## config.mk

```make
export PLATFORM = sky130hd
export DESIGN_NAME = bfw_burst_mem
export DESIGN_NICKNAME = d
export VERILOG_FILES = /design/src/rtl/bfw_pkg.sv /design/src/rtl/bfw_seq.sv /design/src/rtl/bfw_merge.sv /design/src/rtl/bfw_array.sv /design/src/rtl/bfw_burst_mem.sv
export SDC_FILE = /design/constraint.sdc
export NUM_CORES = 1
export LEC_CHECK = 0
export ABC_CLOCK_PERIOD_IN_PS = 2200
export CAP_MARGIN = 20
export CORE_AREA = 2 2 390 392
export DETAILED_ROUTE_END_ITERATION = 8
export DIE_AREA = 0 0 392 394
export PLACE_DENSITY = 0.51
export SYNTH_ARGS = -nofsm -noshare
export SYNTH_HDL_FRONTEND = slang
export SYNTH_SLANG_ARGS = --single-unit
```

## constraint.sdc

```tcl
create_clock -name clk -period 2.2 [get_ports clk]
set_input_delay 0.44 -clock clk [delete_from_list [all_inputs] [get_ports clk]]
set_output_delay 0.44 -clock clk [all_outputs]
set_load 0.02 [all_outputs]
```

## src/rtl/bfw_pkg.sv

```systemverilog
package bfw_pkg;
   localparam int BEATS  = 4;
   localparam int BEAT_W = 2;

   typedef enum logic {
      S_IDLE  = 1'b0,
      S_BURST = 1'b1
   } seq_state_e;

   // Lane width picked by the mask-granularity option.
   function automatic int lane_width(input bit nibble);
      return nibble ? 4 : 9;
   endfunction
endpackage

```

## src/rtl/bfw_seq.sv

```systemverilog
module bfw_seq
   import bfw_pkg::*;
#(
   parameter int ADDR_W = 6
) (
   input  logic              clk,
   input  logic              rst,
   input  logic              cmd_i,
   input  logic [ADDR_W-1:0] addr_i,
   output logic              wr_en_o,
   output logic [ADDR_W-1:0] wr_addr_o,
   output logic              busy_o,
   output logic              err_o
);
   localparam logic [ADDR_W-1:0] ALIGN_MASK = ADDR_W'(BEATS - 1);

   seq_state_e        state_q;
   logic [BEAT_W-1:0] beat_q;
   logic [ADDR_W-1:0] base_q;
   logic              err_q;
   logic              accept;
   logic [ADDR_W-1:0] aligned;

   assign aligned   = addr_i & ~ALIGN_MASK;
   assign accept    = !rst && (state_q == S_IDLE) && cmd_i;
   assign busy_o    = (state_q == S_BURST);
   assign err_o     = err_q;
   assign wr_en_o   = accept || (!rst && busy_o);
   assign wr_addr_o = accept ? aligned : (base_q | ADDR_W'(beat_q));

   always_ff @(posedge clk) begin
      if (rst) begin
         state_q <= S_IDLE;
         beat_q  <= '0;
         err_q   <= 1'b0;
      end else begin
         err_q <= busy_o && cmd_i;
         if (accept) begin
            base_q  <= aligned;
            beat_q  <= BEAT_W'(1);
            state_q <= S_BURST;
         end else if (busy_o) begin
            beat_q <= beat_q + BEAT_W'(1);
            if (beat_q == BEAT_W'(BEATS - 1)) state_q <= S_IDLE;
         end
      end
   end

   // an idle command opens a burst whose next beat is number 1.
   p_accept_opens_r5: assert property (@(posedge clk) disable iff (rst)
      (!busy_o && cmd_i) |=> (busy_o && beat_q == BEAT_W'(1)));
   // the burst closes after its fourth beat.
   p_fourth_beat_closes_r1: assert property (@(posedge clk) disable iff (rst)
      (busy_o && beat_q == BEAT_W'(BEATS - 1)) |=> !busy_o);
   // an overlapping command is flagged on the next cycle.
   p_overlap_flagged_r6: assert property (@(posedge clk) disable iff (rst)
      (busy_o && cmd_i) |=> err_o);
   // the flag never rises without an overlap.
   p_no_spurious_err_r6: assert property (@(posedge clk) disable iff (rst)
      !(busy_o && cmd_i) |=> !err_o);
   // reset leaves the sequencer idle and quiet.
   p_reset_idle_r7: assert property (@(posedge clk)
      rst |=> (!busy_o && !err_o));
endmodule

```

## src/rtl/bfw_merge.sv

```systemverilog
module bfw_merge #(
   parameter int LANE_W = 9,
   parameter int LANES  = 2,
   localparam int W     = LANE_W * LANES
) (
   input  logic [W-1:0]     old_i,
   input  logic [W-1:0]     new_i,
   input  logic [LANES-1:0] keep_n_i,
   output logic [W-1:0]     word_o
);
   for (genvar i = 0; i < LANES; i++) begin : g_lane
      assign word_o[i*LANE_W +: LANE_W] = keep_n_i[i] ? old_i[i*LANE_W +: LANE_W]
                                                      : new_i[i*LANE_W +: LANE_W];
   end
endmodule

```

## src/rtl/bfw_array.sv

```systemverilog
module bfw_array #(
   parameter int ADDR_W = 6,
   parameter int LANE_W = 9,
   parameter int LANES  = 2,
   localparam int DATA_W = LANE_W * LANES,
   localparam int DEPTH  = 1 << ADDR_W
) (
   input  logic              clk,
   input  logic              rst,
   input  logic              we_i,
   input  logic [ADDR_W-1:0] waddr_i,
   input  logic [DATA_W-1:0] wdata_i,
   input  logic [LANES-1:0]  be_n_i,
   input  logic [ADDR_W-1:0] raddr_i,
   output logic [DATA_W-1:0] rdata_o
);
   logic [DATA_W-1:0] mem_q [DEPTH];
   logic [DATA_W-1:0] old_word;
   logic [DATA_W-1:0] merged;

   assign old_word = mem_q[waddr_i];
   assign rdata_o  = mem_q[raddr_i];

   bfw_merge #(.LANE_W(LANE_W), .LANES(LANES)) u_merge (
      .old_i   (old_word),
      .new_i   (wdata_i),
      .keep_n_i(be_n_i),
      .word_o  (merged)
   );

   always_ff @(posedge clk) begin
      if (we_i) mem_q[waddr_i] <= merged;
   end

   for (genvar i = 0; i < LANES; i++) begin : g_lane_chk
      // a disabled lane keeps its earlier contents.
      p_lane_kept_r3: assert property (@(posedge clk) disable iff (rst)
         (we_i && be_n_i[i]) |=>
            (mem_q[$past(waddr_i)][i*LANE_W +: LANE_W] == $past(old_word[i*LANE_W +: LANE_W])));
      // an enabled lane takes the beat's data.
      p_lane_written_r3: assert property (@(posedge clk) disable iff (rst)
         (we_i && !be_n_i[i]) |=>
            (mem_q[$past(waddr_i)][i*LANE_W +: LANE_W] == $past(wdata_i[i*LANE_W +: LANE_W])));
   end
endmodule

```

## src/rtl/bfw_burst_mem.sv

```systemverilog
module bfw_burst_mem
   import bfw_pkg::*;
#(
   parameter int ADDR_W      = 6,
   parameter int DATA_W      = 18,
   parameter bit NIBBLE_MODE = 1'b0,
   localparam int LANE_W     = lane_width(NIBBLE_MODE),
   localparam int LANES      = DATA_W / LANE_W
) (
   input  logic              clk,
   input  logic              rst,
   input  logic              wr_cmd,
   input  logic [ADDR_W-1:0] wr_addr,
   input  logic [DATA_W-1:0] wr_data,
   input  logic [LANES-1:0]  wr_be_n,
   input  logic [ADDR_W-1:0] rd_addr,
   output logic [DATA_W-1:0] rd_data,
   output logic              busy,
   output logic              cmd_err
);
   if (DATA_W % LANE_W != 0) begin : g_bad_width
      $error("DATA_W must be a whole number of lanes");
   end
   if (ADDR_W < BEAT_W) begin : g_bad_addr
      $error("ADDR_W must cover one burst group");
   end

   logic              we;
   logic [ADDR_W-1:0] waddr;

   bfw_seq #(.ADDR_W(ADDR_W)) u_seq (
      .clk      (clk),
      .rst      (rst),
      .cmd_i    (wr_cmd),
      .addr_i   (wr_addr),
      .wr_en_o  (we),
      .wr_addr_o(waddr),
      .busy_o   (busy),
      .err_o    (cmd_err)
   );

   bfw_array #(.ADDR_W(ADDR_W), .LANE_W(LANE_W), .LANES(LANES)) u_array (
      .clk    (clk),
      .rst    (rst),
      .we_i   (we),
      .waddr_i(waddr),
      .wdata_i(wr_data),
      .be_n_i (wr_be_n),
      .raddr_i(rd_addr),
      .rdata_o(rd_data)
   );

   // the first write of a burst lands on an aligned word.
   p_aligned_start_r2: assert property (@(posedge clk) disable iff (rst)
      (!busy && wr_cmd) |-> (waddr[BEAT_W-1:0] == '0));
   // no write goes to the array while reset is held.
   p_no_write_in_reset_r7: assert property (@(posedge clk)
      rst |-> !we);
endmodule

```

Word-level counts from Yosys, hierarchy flattened --
Memory sizes are Yosys's and may differ from the RTL's. Index checks and enable logic that the tools add are counted.
Word-level totals: bits in registers 8, bits in writable memories 1152, input port bits 35, output and inout port bits 20, logic and storage cells 34, memories kept 1
Memory list:
- u_array.mem_q | depth 64, bits a word 18, rd ports 1, clocked after Yosys merged registers in 0, wr ports 1, line bfw_array.sv:17 | logic [DATA_W-1:0] mem_q [DEPTH];
Operators by class: add/sub/neg operators 1, eq/ne operators 3, muxes and demuxes 10, bitwise logic cells 3, reductions and logical operators 11
Operator list (count):
- $mux 9 | 2
- $mux 1 | 7
- $mux 6 | 1
- $or 6x2->6 | 1
- $reduce_and 2->1 | 3
- $logic_and 1x1->1 | 4
- $add 2x1->2 const B | 1
- $eq 2x2->1 const B | 1
- $ne 1x1->1 const B | 2
- $not 1->1 | 2
- $reduce_bool 2->1 | 1
- $reduce_or 2->1 | 1
- $logic_not 1->1 | 1
- $logic_or 1x1->1 | 1

Depth between registers and ports, before layout --
word-level depth 7, gate-level depth with buffers 9, mapped depth without buffers 5

Hierarchy --
Synthesis repeated with hierarchy kept, for this count alone.
Unflattened totals: cell total of the unflattened synthesis 3097, area total of the unflattened synthesis 53930.5 um2
By module, submodules not included:
- bfw_array | instances 1, cells an instance 3051, area an instance 53277.3 um2, seq. area each 34593.2 um2
- bfw_seq | instances 1, cells an instance 26, area an instance 360.3 um2, seq. area each 200.2 um2
- bfw_merge | instances 1, cells an instance 20, area an instance 292.8 um2, seq. area each 0.0 um2

Worst setup path after synthesis --
OpenSTA, ideal clock, no wires.
path type input port to output port, start point input port rd_addr[1], end point output port rd_data[15], arrival time 2.270 ns, data required time 1.760 ns, slack -0.510 ns, stages 8, path buffers 5, path through buf_4 -> buf_4 -> buf_4 -> buf_2 -> buf_2 -> o221ai_1 -> o21a_1 -> o41ai_1
On the way: longest elaborated chain between the ends 1
RTL lines:
- start: declaration | line bfw_burst_mem.sv:16 | input logic [ADDR_W-1:0] rd_addr,
- $mem_v2 64x18
- end: declaration | line bfw_burst_mem.sv:17 | output logic [DATA_W-1:0] rd_data,
No other way between the ends.

Worst setup path after layout --
start point memory u_array.mem_q[20][10], end point output port rd_data[10]
On the way: longest elaborated chain between the ends 1
RTL lines (line):
- start: declaration | bfw_array.sv:17
- $mem_v2 64x18
No other way between the ends.

==> impl_results.md <==
- Slew Limit Headroom: 46.30%
- Max FO, Critical Path: 1
- Clock sinks: 1,160
- Max layer used: met4
- Final Hold Violating Endpoints: 0
- Ranking of synthesized cells by area: edfxtp_1 77%, mux4_2 14%, nor2_1 1.1%, mux2_2 0.75%, mux2i_1 0.56%
- Drt drc: 0
- Max clock buf depth: 3
- Pleak: 18.42 nW
- Clock period minus final worst setup slack: 3147 ps
- Max-Cap Viols: 0
- NetSw: 10.03 mW
- Avg Inst Size Synth: 21.94 um2
- Yosys cell types: 46
- Ports: 55
- Cts bufs inserted: 114
- Top cell type's share of synthesized area: 77.35%
- Sw frac: 21.29%
- Clk slew on worst S/H paths: 60 ps
- Sequential-to-total area share from yosys stat: 77.53%
- Filler instances: 13,550
- PortBufs: 52
- #FFs+latches synth: 1,160
- Vias in the first global route: 23,990
- Combinational share of power: 6.9%
- Total Wirelength: 123.8 mm
- Final Wtd Congestion: 0.7969
- PwrDens: 811.4 nW/um2
- Worst-case reg-to-reg path depth: 11
- Placed insts: 4,416
- Grt ovf: 0
- Worst R2R Setup Slack: 40 ps
- WL met2: 61.80 mm
- Part of the power in the clock network: 41.4%
- CP arrival: 2710 ps
- Hold depth: 3
- VDD IR max: 0.6378 mV
- Yosys top cell by area: edfxtp_1
- Hold Crit Start: rst
- Worst-case clock skew: 26.64 ps
- Met3 Wirelength: 6.394 mm
- Req. time, crit path: 1760 ps
- Hold worst-path end: u_seq.beat_q[1]
- DR vias: 23,080
- Number of flops mapped to enable cells by yosys: 1,156
- Wirelength per Cell: 26.35 um
- Ys async rst share: 0%
- Chip width: 392 um
- Reg2Reg Capture Point: u_array.mem_q[8][14]
- CTS H-tree depth: 3
- Syn-to-layout area delta: 29.43%
- Setup crit end kind: output pin
- Post-DP HPWL: 79.34 mm
- Flop pwr share: 51.7%
- Starting Density: 29.79%
- Routed Antenna Nets: 0
- Pint: 37.09 mW
- Via-per-instance ratio: 4.910
- Post-route setup slack: -946.7 ps
- Pre-Repair DR Iteration Count: 5
- YS warnings: 0
- Fin Hold WS: 179.5 ps
- Syn Nets: 2,081
- Layout cells sized above 1: 45.86%
- Post-synth top flop: edfxtp_1
- Failing checks: setup timing
- TritonCTS clock tree: built
- Row cnt: 143
- Total track usage: 15.67%
- Final setup vio count: 18
- Final Slew Violations: 0
- Die footprint: 154,400 um2
- Period utilization: 143.0%
- Initial detailed-routing violation count: 2,018
- HP Class: primary input to register
- WL met1: 52.97 mm
- First-pass GRT wire length: 174.5 mm
- RR Startpoint: u_seq.busy_o
- F_max: 317.8 MHz
- Initial antenna violation count: 3
- Outcome: complete, but fails checks
- Post-layout nets: 2,611
- Largest net degree at the start of global routing: 65
- Core Region: 150,700 um2
- Crit Path Class: register to output pin
- RSZ-0062 raised after global routing: yes
- Final Non-Filler Cells: 4,700
- Root buffer cell: clkbuf_16
- Commonest cells in the netlist: 1,156 x edfxtp_1, 288 x mux4_2, 135 x nor2_1
- Count leader, synth: edfxtp_1
- Clk_lat worst skew: 720 ps
- Tightest Pin Transition: 805.5 ps
- Startpoint types: register
- Cell Area, Synth: 44,880 um2
- Die extent in y: 394 um
- Cells after Synth: 2,045
[how the worst max path moves through the flow]
stage	from	endpoint	slack, ps	cells after the start
after floorplan	rd_addr[0]	rd_data[0]	-200	6
after global placement	rd_addr[4]	rd_data[1]	-1220	7
after global routing	u_array.mem_q[20][10]	rd_data[10]	-1020	6
after CTS	u_array.mem_q[20][10]	rd_data[10]	-1030	6
final	u_array.mem_q[20][10]	rd_data[10]	-950	6
after detailed placement	rd_addr[4]	rd_data[1]	-1230	7
[layout make-up]
class	instances	area, um2	area share, %
timing repair buffer	527	6068	10.45
sequential	1160	34790	59.91
inverter	2	8.758	0.01508
tap	2030	2540	4.373
multi-input combinational	770	10950	18.85
clock buffer	137	2939	5.060
clock inverter	73	782.0	1.346
antenna	1	2.502	0.004308
[metal layers]
metal | track usage (%) | vias to the layer above
met5 | 0 | -
met4 | 3.544 | 0
li1 | - | 9730
met3 | 2.632 | 150
met1 | 21.29 | 12540
met2 | 26.29 | 660
[cells in the final DEF (no fill, tap or decap), types with 11 or more instances in the layout]
| master | netlist | routed |
|---|---|---|
| clkinv_1 | 1 | 23 |
| clkbuf_16 | 0 | 115 |
| a211oi_2 | 0 | 11 |
| a211oi_1 | 28 | 16 |
| nor2_2 | 0 | 29 |
| mux4_2 | 288 | 288 |
| nor2_1 | 135 | 19 |
| buf_12 | 0 | 127 |
| buf_2 | 29 | 21 |
| nand2_1 | 54 | 43 |
| bufinv_16 | 0 | 16 |
| buf_6 | 11 | 82 |
| nor2b_1 | 20 | 19 |
| clkbuf_1 | 36 | 23 |
| o21ai_2 | 0 | 12 |
| o221ai_1 | 23 | 16 |
| o22ai_1 | 30 | 27 |
| clkinv_2 | 0 | 29 |
| edfxtp_1 | 1156 | 1156 |
| mux2_2 | 30 | 27 |
| mux2i_1 | 25 | 22 |
| buf_4 | 33 | 268 |
| nor2_4 | 0 | 87 |
[state kept, by name (all words and copies together), names as in the netlist]
| name | flops |
|---|---|
| u_seq.err_o | 1 |
| u_array.mem_q | 1152 |
| u_seq.beat_q | 2 |
| u_seq.base_q | 4 |
| u_seq.busy_o | 1 |
[repair_timing]
item,in CTS,in global routing
endpoints found under the setup margin,843,900
gates resized for setup,156,239
hold buffers,0,0
buffers inserted,33,13
pin swaps,43,35
gates cloned,4,26
[per-stage QoR]
step / setup slack [ps] / util, % / TNS (ps) / area, um2 / total power, mW
final: -946.7 / 38.55 / -14100 / 58080 / 47.13
after CTS: -1033 / 37.82 / -15410 / 56980 / 47.51
after global routing: -1024 / 38.55 / -20590 / 58080 / 48.58
after global placement: -1224 / 34.57 / -828380 / 52080 / 27.73
after detailed placement: -1231 / 34.57 / -825680 / 52080 / 27.78
after floorplan: -197.3 / - / -108580 / 45730 / 26.26
[kinds of logic after synthesis]
family                     synth area share (%)
DFF                                       77.53
muxes                                     15.76
and+or+nand+nor                           2.406
AOI/OAI and AO/OA                         2.763
buffers and inverters                     1.506
adders and majority gates               0.02788
[power groups by stage]
| stage | clock network [mW] | logic (mW) | registers, mW |
|---|---|---|---|
| 2_1_floorplan | 0 | 1.42 | 24.8 |
| 3_3_place_gp | 0 | 2.91 | 24.8 |
| 3_5_place_dp | 0 | 2.95 | 24.8 |
| 4_1_cts | 20.0 | 3.18 | 24.4 |
| 5_1_grt | 20.8 | 3.42 | 24.3 |
| 6_report | 19.5 | 3.24 | 24.4 |
[worst max-delay path, stage by stage (launching register included)]
cell      delay, ps
edfxtp_1        370
mux4_2          500
mux4_2          560
o21ai_2         160
buf_6           140
o31ai_4          90
buf_12          160
(Power assumes the default switching activity.)
